**src/rtl/wdt_pkg.sv**
```systemverilog
package wdt_pkg;
  localparam int ADDR_W = 8;
  localparam int DATA_W = 32;

  localparam logic [ADDR_W-1:0] OFS_STAT = 8'h00;
  localparam logic [ADDR_W-1:0] OFS_CTRL = 8'h20;
  localparam logic [ADDR_W-1:0] OFS_LOAD = 8'h24;
  localparam logic [ADDR_W-1:0] OFS_SYS  = 8'h38;

  localparam int EN_BIT      = 7;
  localparam int RESTART_BIT = 9;
  localparam int PRE_LSB     = 16;
  localparam int CAUSE_BIT   = 1;
endpackage

```
**src/rtl/wdt_regs.sv**
```systemverilog
module wdt_regs
  import wdt_pkg::*;
#(
  parameter int PRE_W = 16,
  parameter int CNT_W = 16
) (
  input  logic              clk,
  input  logic              rst_n,
  input  logic              wr_en,
  input  logic [ADDR_W-1:0] addr,
  input  logic [DATA_W-1:0] wdata,
  input  logic              cause_i,
  output logic              en_o,
  output logic [PRE_W-1:0]  pre_o,
  output logic [CNT_W-1:0]  load_o,
  output logic              load_req_o,
  output logic              cause_clr_o,
  output logic [DATA_W-1:0] rdata_o
);
  logic             en_q;
  logic [PRE_W-1:0] pre_q;
  logic [CNT_W-1:0] load_q;
  logic             wr_ctrl, wr_load, en_rise, restart;

  assign wr_ctrl     = wr_en && (addr == OFS_CTRL);
  assign wr_load     = wr_en && (addr == OFS_LOAD);
  assign en_rise     = wr_ctrl && wdata[EN_BIT] && !en_q;
  assign restart     = wr_en && (addr == OFS_STAT) && wdata[RESTART_BIT];
  assign load_req_o  = en_rise || restart;
  assign cause_clr_o = wr_en && (addr == OFS_SYS) && wdata[CAUSE_BIT];

  always_ff @(posedge clk or negedge rst_n) begin
    if (!rst_n) begin
      en_q   <= 1'b0;
      pre_q  <= '0;
      load_q <= '0;
    end else begin
      if (wr_ctrl) begin
        en_q  <= wdata[EN_BIT];
        pre_q <= wdata[PRE_LSB +: PRE_W];
      end
      if (wr_load) load_q <= wdata[CNT_W-1:0];
    end
  end

  always_comb begin
    rdata_o = '0;
    case (addr)
      OFS_CTRL: begin
        rdata_o[PRE_LSB +: PRE_W] = pre_q;
        rdata_o[EN_BIT]           = en_q;
      end
      OFS_LOAD: rdata_o[CNT_W-1:0] = load_q;
      OFS_SYS:  rdata_o[CAUSE_BIT] = cause_i;
      default:  rdata_o = '0;
    endcase
  end

  assign en_o   = en_q;
  assign pre_o  = pre_q;
  assign load_o = load_q;


  ctrl_write_chk: assert property (@(posedge clk) disable iff (!rst_n)
    wr_ctrl |=> (en_q == $past(wdata[EN_BIT])) && (pre_q == $past(wdata[PRE_LSB +: PRE_W])));

  load_hold_chk: assert property (@(posedge clk) disable iff (!rst_n)
    !wr_load |=> $stable(load_q));
endmodule

```
**src/rtl/wdt_prescaler.sv**
```systemverilog
module wdt_prescaler #(
  parameter int PRE_W = 16
) (
  input  logic             clk,
  input  logic             rst_n,
  input  logic             en_i,
  input  logic             tick_i,
  input  logic             clr_i,
  input  logic [PRE_W-1:0] pre_i,
  output logic             wd_tick_o
);
  logic [PRE_W-1:0] cnt_q;
  logic [PRE_W-1:0] eff;

  assign eff       = (pre_i == '0) ? PRE_W'(1) : pre_i;
  assign wd_tick_o = en_i && tick_i && !clr_i && (cnt_q >= eff - PRE_W'(1));

  always_ff @(posedge clk or negedge rst_n) begin
    if (!rst_n)                cnt_q <= '0;
    else if (clr_i)            cnt_q <= '0;
    else if (en_i && tick_i)   cnt_q <= wd_tick_o ? '0 : cnt_q + PRE_W'(1);
  end


  pre_frozen_chk: assert property (@(posedge clk) disable iff (!rst_n)
    (!en_i && !clr_i) |=> $stable(cnt_q));

  pre_clear_chk: assert property (@(posedge clk) disable iff (!rst_n)
    clr_i |=> (cnt_q == '0));
endmodule

```
**src/rtl/wdt_counter.sv**
```systemverilog
module wdt_counter #(
  parameter int CNT_W = 16
) (
  input  logic             clk,
  input  logic             rst_n,
  input  logic             load_req_i,
  input  logic [CNT_W-1:0] load_i,
  input  logic             wd_tick_i,
  output logic             expire_o
);
  logic [CNT_W-1:0] count_q;
  logic             armed_q;

  assign expire_o = wd_tick_i && armed_q && !load_req_i && (count_q <= CNT_W'(1));

  always_ff @(posedge clk or negedge rst_n) begin
    if (!rst_n) begin
      count_q <= '0;
      armed_q <= 1'b0;
    end else if (load_req_i) begin
      count_q <= load_i;
      armed_q <= 1'b1;
    end else if (wd_tick_i) begin
      if (count_q != '0) count_q <= count_q - CNT_W'(1);
      if (expire_o)      armed_q <= 1'b0;
    end
  end


  reload_chk: assert property (@(posedge clk) disable iff (!rst_n)
    load_req_i |=> (count_q == $past(load_i)) && armed_q);

  one_shot_chk: assert property (@(posedge clk) disable iff (!rst_n)
    expire_o |=> !armed_q);

  count_frozen_chk: assert property (@(posedge clk) disable iff (!rst_n)
    (!load_req_i && !wd_tick_i) |=> $stable(count_q));
endmodule

```
**src/rtl/wdt_cause.sv**
```systemverilog
module wdt_cause #(
  parameter int PULSE_LEN = 16
) (
  input  logic clk,
  input  logic por_n,
  input  logic expire_i,
  input  logic clr_i,
  output logic rst_req_o,
  output logic cause_o
);
  localparam int PW = $clog2(PULSE_LEN + 1);

  logic [PW-1:0] pulse_q;
  logic          cause_q;
  logic [PW-1:0] hi_run;

  always_ff @(posedge clk or negedge por_n) begin
    if (!por_n) begin
      pulse_q <= '0;
      cause_q <= 1'b0;
    end else begin
      if (expire_i && (pulse_q == '0)) pulse_q <= PW'(PULSE_LEN);
      else if (pulse_q != '0)          pulse_q <= pulse_q - PW'(1);
      if (expire_i)   cause_q <= 1'b1;
      else if (clr_i) cause_q <= 1'b0;
    end
  end

  assign rst_req_o = (pulse_q != '0);
  assign cause_o   = cause_q;

  always_ff @(posedge clk or negedge por_n) begin
    if (!por_n)         hi_run <= '0;
    else if (rst_req_o) hi_run <= hi_run + PW'(1);
    else                hi_run <= '0;
  end


  pulse_len_chk: assert property (@(posedge clk) disable iff (!por_n)
    rst_req_o |-> (hi_run < PW'(PULSE_LEN)));

  cause_set_chk: assert property (@(posedge clk) disable iff (!por_n)
    expire_i |=> (cause_o && rst_req_o));

  cause_sticky_chk: assert property (@(posedge clk) disable iff (!por_n)
    (!expire_i && !clr_i) |=> $stable(cause_o));
endmodule

```
**src/rtl/wdog_timer.sv**
```systemverilog
module wdog_timer
  import wdt_pkg::*;
#(
  parameter int PRE_W     = 16,
  parameter int CNT_W     = 16,
  parameter int PULSE_LEN = 16
) (
  input  logic              clk,
  input  logic              por_n,
  input  logic              rst_n,
  input  logic              tick_us,
  input  logic              wr_en,
  input  logic [ADDR_W-1:0] addr,
  input  logic [DATA_W-1:0] wdata,
  output logic [DATA_W-1:0] rdata,
  output logic              rst_req
);
  logic             en, load_req, cause_clr, wd_tick, expire, cause;
  logic [PRE_W-1:0] pre;
  logic [CNT_W-1:0] load_val;

  wdt_regs #(.PRE_W(PRE_W), .CNT_W(CNT_W)) u_regs (
    .clk(clk), .rst_n(rst_n), .wr_en(wr_en), .addr(addr), .wdata(wdata),
    .cause_i(cause), .en_o(en), .pre_o(pre), .load_o(load_val),
    .load_req_o(load_req), .cause_clr_o(cause_clr), .rdata_o(rdata)
  );

  wdt_prescaler #(.PRE_W(PRE_W)) u_pre (
    .clk(clk), .rst_n(rst_n), .en_i(en), .tick_i(tick_us),
    .clr_i(load_req), .pre_i(pre), .wd_tick_o(wd_tick)
  );

  wdt_counter #(.CNT_W(CNT_W)) u_cnt (
    .clk(clk), .rst_n(rst_n), .load_req_i(load_req), .load_i(load_val),
    .wd_tick_i(wd_tick), .expire_o(expire)
  );

  wdt_cause #(.PULSE_LEN(PULSE_LEN)) u_cause (
    .clk(clk), .por_n(por_n), .expire_i(expire), .clr_i(cause_clr),
    .rst_req_o(rst_req), .cause_o(cause)
  );


  no_expire_idle_chk: assert property (@(posedge clk) disable iff (!rst_n)
    !en |-> !expire);
endmodule

```
**config.mk**
```make
export PLATFORM = sky130hd
export DESIGN_NAME = wdog_timer
export DESIGN_NICKNAME = d
export VERILOG_FILES = /design/src/rtl/wdt_pkg.sv /design/src/rtl/wdt_regs.sv /design/src/rtl/wdt_prescaler.sv /design/src/rtl/wdt_counter.sv /design/src/rtl/wdt_cause.sv /design/src/rtl/wdog_timer.sv
export SDC_FILE = /design/constraint.sdc
export NUM_CORES = 1
export LEC_CHECK = 0
export BUFFER_PORTS_ARGS = -buffer_cell sky130_fd_sc_hd__clkbuf_2
export CAP_MARGIN = 20
export CORE_UTILIZATION = 35
export CTS_CLUSTER_SIZE = 12
export DETAILED_ROUTE_END_ITERATION = 16
export GPL_ROUTABILITY_DRIVEN = 0
export PLACE_DENSITY = 0.62
export SETUP_SLACK_MARGIN = 0.3
export SYNTH_ARGS = -nofsm -noshare
export SYNTH_HDL_FRONTEND = slang
export SYNTH_HIERARCHICAL = 1
export SYNTH_SLANG_ARGS = --single-unit
export TNS_END_PERCENT = 1
```
**constraint.sdc**
```tcl
create_clock -name clk -period 7.1 [get_ports clk]
set_input_delay 1.065 -clock clk [delete_from_list [all_inputs] [get_ports clk]]
set_output_delay 1.065 -clock clk [all_outputs]
set_load 0.02 [all_outputs]
```
==> metrics <==
final setup TNS=0 ns; hold buffers post-CTS=0; Setup Skew=0.00484 ns; first-pass GRT wire length=18.6 mm; synthesized area=4660 um2; num rows=41; synthesis-to-layout area growth=18.2%; CTS tree=yes; multiplexer area fraction after synthesis=9.66%; clock tree buffer depth=2; crit path max fanout=9; Num CTS Buffers=9; startpoint types=flop; crit-path cells=nor4_1 > nor3b_2 > nand4_1 > nor2b_1 > ha_1 > nand2_1 > nor2_1 > xnor2_1 > ha_1 > nand4_1 > nor3_1 > o211ai_2 > a31oi_1 > or3b_2 > nor4_4 > a31oi_1 > o31a_1; share of the synthesized area in the top cell type=38.6%; Syn Inst Count=455; # setup viols final=0; worst hold path class=flop to flop; clk sink count=72; synth warn=6; antenna violations before repair=0; number of distinct library cells after synthesis=71; GR Util All Layers=16.8%; Ant. Diodes=0; Leak=2.84 nW; non-filler instance count after layout=706; Tightest Pin Transition=0.980 ns; vias in the first global route=3,841; hpwl dp=7.97 mm; Routed WL=10.9 mm; die width=117 um; ANT nets after route=0; leading cell types in the layout, fill and taps excluded=clkbuf_2 (77), dfrtp_1 (72), and3_1 (40); DRT iter0 DRCs=164; Post-Synth XOR/XNOR Area=2.25%; Final Max Slew Viols=0; Max Fclk=201 MHz; PD cells=211 nW/um2; largest net degree at the start of global routing=67; Starting Density=36.4%; Synth async-reset ratio=100%; crit path max-delay cell type=a31oi_1; Most used DFF post-synth=dfrtp_1; DR WL/cell=15.4 um; unrepaired setup endpoints after global routing=false; Max-cap violations=0; WP data required=7.33 ns; Placeable Area=12,800 um2; PortBufs=77; Synth Area in Simple Gates=26.7%; Die Y=117 um; Relative slew margins=34.4%; clk slew on worst S/H paths=0.06 ns; Compound-Gate Fraction of Synth Area=12.8%; main combinational cell family by area after synthesis=simple AND/OR/NAND/NOR gates; syn nets=522; minimum clock period=4.98 ns; clock root cell=clkbuf_16; H-tree depth reported by CTS=3; commonest non-fill, non-tap cell in the layout=clkbuf_2; leading area contributor after synthesis=dfrtp_1; flops & latches, synth=72; status=complete, no violations; critical path's largest stage delay=0.57 ns; WS Path Type=flop to flop; top cells by area, synth=dfrtp_1 (39%), ha_1 (5.9%), mux2_2 (5.6%); # DRC=0; io pins=78; share of post-route cells with drive strength above 1=29.2%; full die area=13,800 um2; first drt pass iteration count=5; Worst Path Arrival=5.21 ns; DR vias=3,785; crit end category=flop; vias per cell=5.36; Clock Latency Late Sink=0.34 ns; post-CTS setup buffer count=0; sequential area share after synthesis=38.6%; Peak VDD IR=0.115 mV; Post-synth EDFFs=0; Syn Area/Cell=10.3 um2; fin nets=596; placed insts=689; Synth Area in Adders=5.90%; FILL cells=1,252; grt ovf=0; final-report hold violation count=0; CTS resizes=0; Final Cycle Share=70.1%
==> synthesized netlist by cell type (all sizes together), types with 14 or more instances <==
library cell,n
a21o,17
and3,40
dfrtp,72
ha,22
inv,19
mux2,34
nand2,23
nand3,20
nor2,22
nor3b,15
nor4,14
o21ai,24
==> metal layers <==
layer	part of all wire (%)	GRT usage [%]	wire [um]
met3	3.7	3.40	404
met4	2.1	6.74	229
met2	50	29.3	5480
met1	44	20.1	4750
met5	0	0	0
==> final cells by class <==
class	instances	area [um2]	share of cell area, %
multi-input combinational	346	2680	48.6
tap	172	215	3.90
clock inverter	6	92.6	1.68
inverter	19	71.3	1.29
clock buffer	10	229	4.15
timing repair buffer	81	423	7.67
sequential	72	1800	32.7
==> critical path, delay by kind of cell (launching register included) <==
| family | cells | cell delay (ns) |
|---|---|---|
| AOI/OAI and AO/OA | 4 | 1.12 |
| DFF | 1 | 0.44 |
| and+or+nand+nor | 10 | 2.61 |
| adders and majority gates | 2 | 0.56 |
| xor gates and xnor gates | 1 | 0.12 |
==> report_power, final <==
| part | switching (mW) | internal, mW |
|---|---|---|
| sequential | 0.0287 | 0.432 |
| combinational | 0.113 | 0.0999 |
| clock | 0.182 | 0.309 |
| total | 0.324 | 0.841 |
==> kinds of logic after synthesis <==
kind of cell / after synthesis
AND/OR/NAND/NOR: 189
AO/OA/AOI/OAI: 86
flip-flops: 72
buffers and inverters: 37
multiplexers: 37
adder cells (fa/ha/maj): 22
XOR/XNOR: 12
==> final timing paths <==
check                                     start                 end  slack, ns  depth (start not counted)
max in group asynchronous                 rst_n     u_regs/pre_o[1]       5.64                          2
worst max register to register  u_regs/pre_o[6]   u_cnt/count_q[13]       2.12                         17
worst min register to register    u_cnt/armed_q       u_cnt/armed_q       0.47                          1
min in group asynchronous                 por_n  u_cause/pulse_q[3]       0.53                          1
worst min-delay path              u_cnt/armed_q       u_cnt/armed_q       0.47                          1
worst max-delay path            u_regs/pre_o[6]   u_cnt/count_q[13]       2.12                         17
==> registers in the layout, summed over array words and instances (netlist names) <==
signal,count
u_regs/en_o,1
u_cnt/armed_q,1
u_cnt/count_q,16
u_cause/pulse_q,5
u_pre/cnt_q,16
u_regs/pre_o,16
u_regs/load_o,16
u_cause/cause_o,1
==> stage by stage <==
| step | total power [mW] | area [um2] | worst slack, ns | hold slack, ns | utilization [%] |
|---|---|---|---|---|---|
| after CTS | 1.18 | 5500 | 2.14 | 0.476 | 42.9 |
| after detailed placement | 0.681 | 5170 | 2.17 | 0.462 | 40.4 |
| after floorplan | 0.615 | 4660 | 2.84 | 0.442 | - |
| final | 1.17 | 5510 | 2.12 | 0.473 | 43.0 |
| after global routing | 1.23 | 5510 | 1.56 | 0.507 | 43.0 |
| after global placement | 0.673 | 5170 | 2.31 | 0.454 | 40.4 |
No activity file was read; power rests on OpenSTA's default activity.
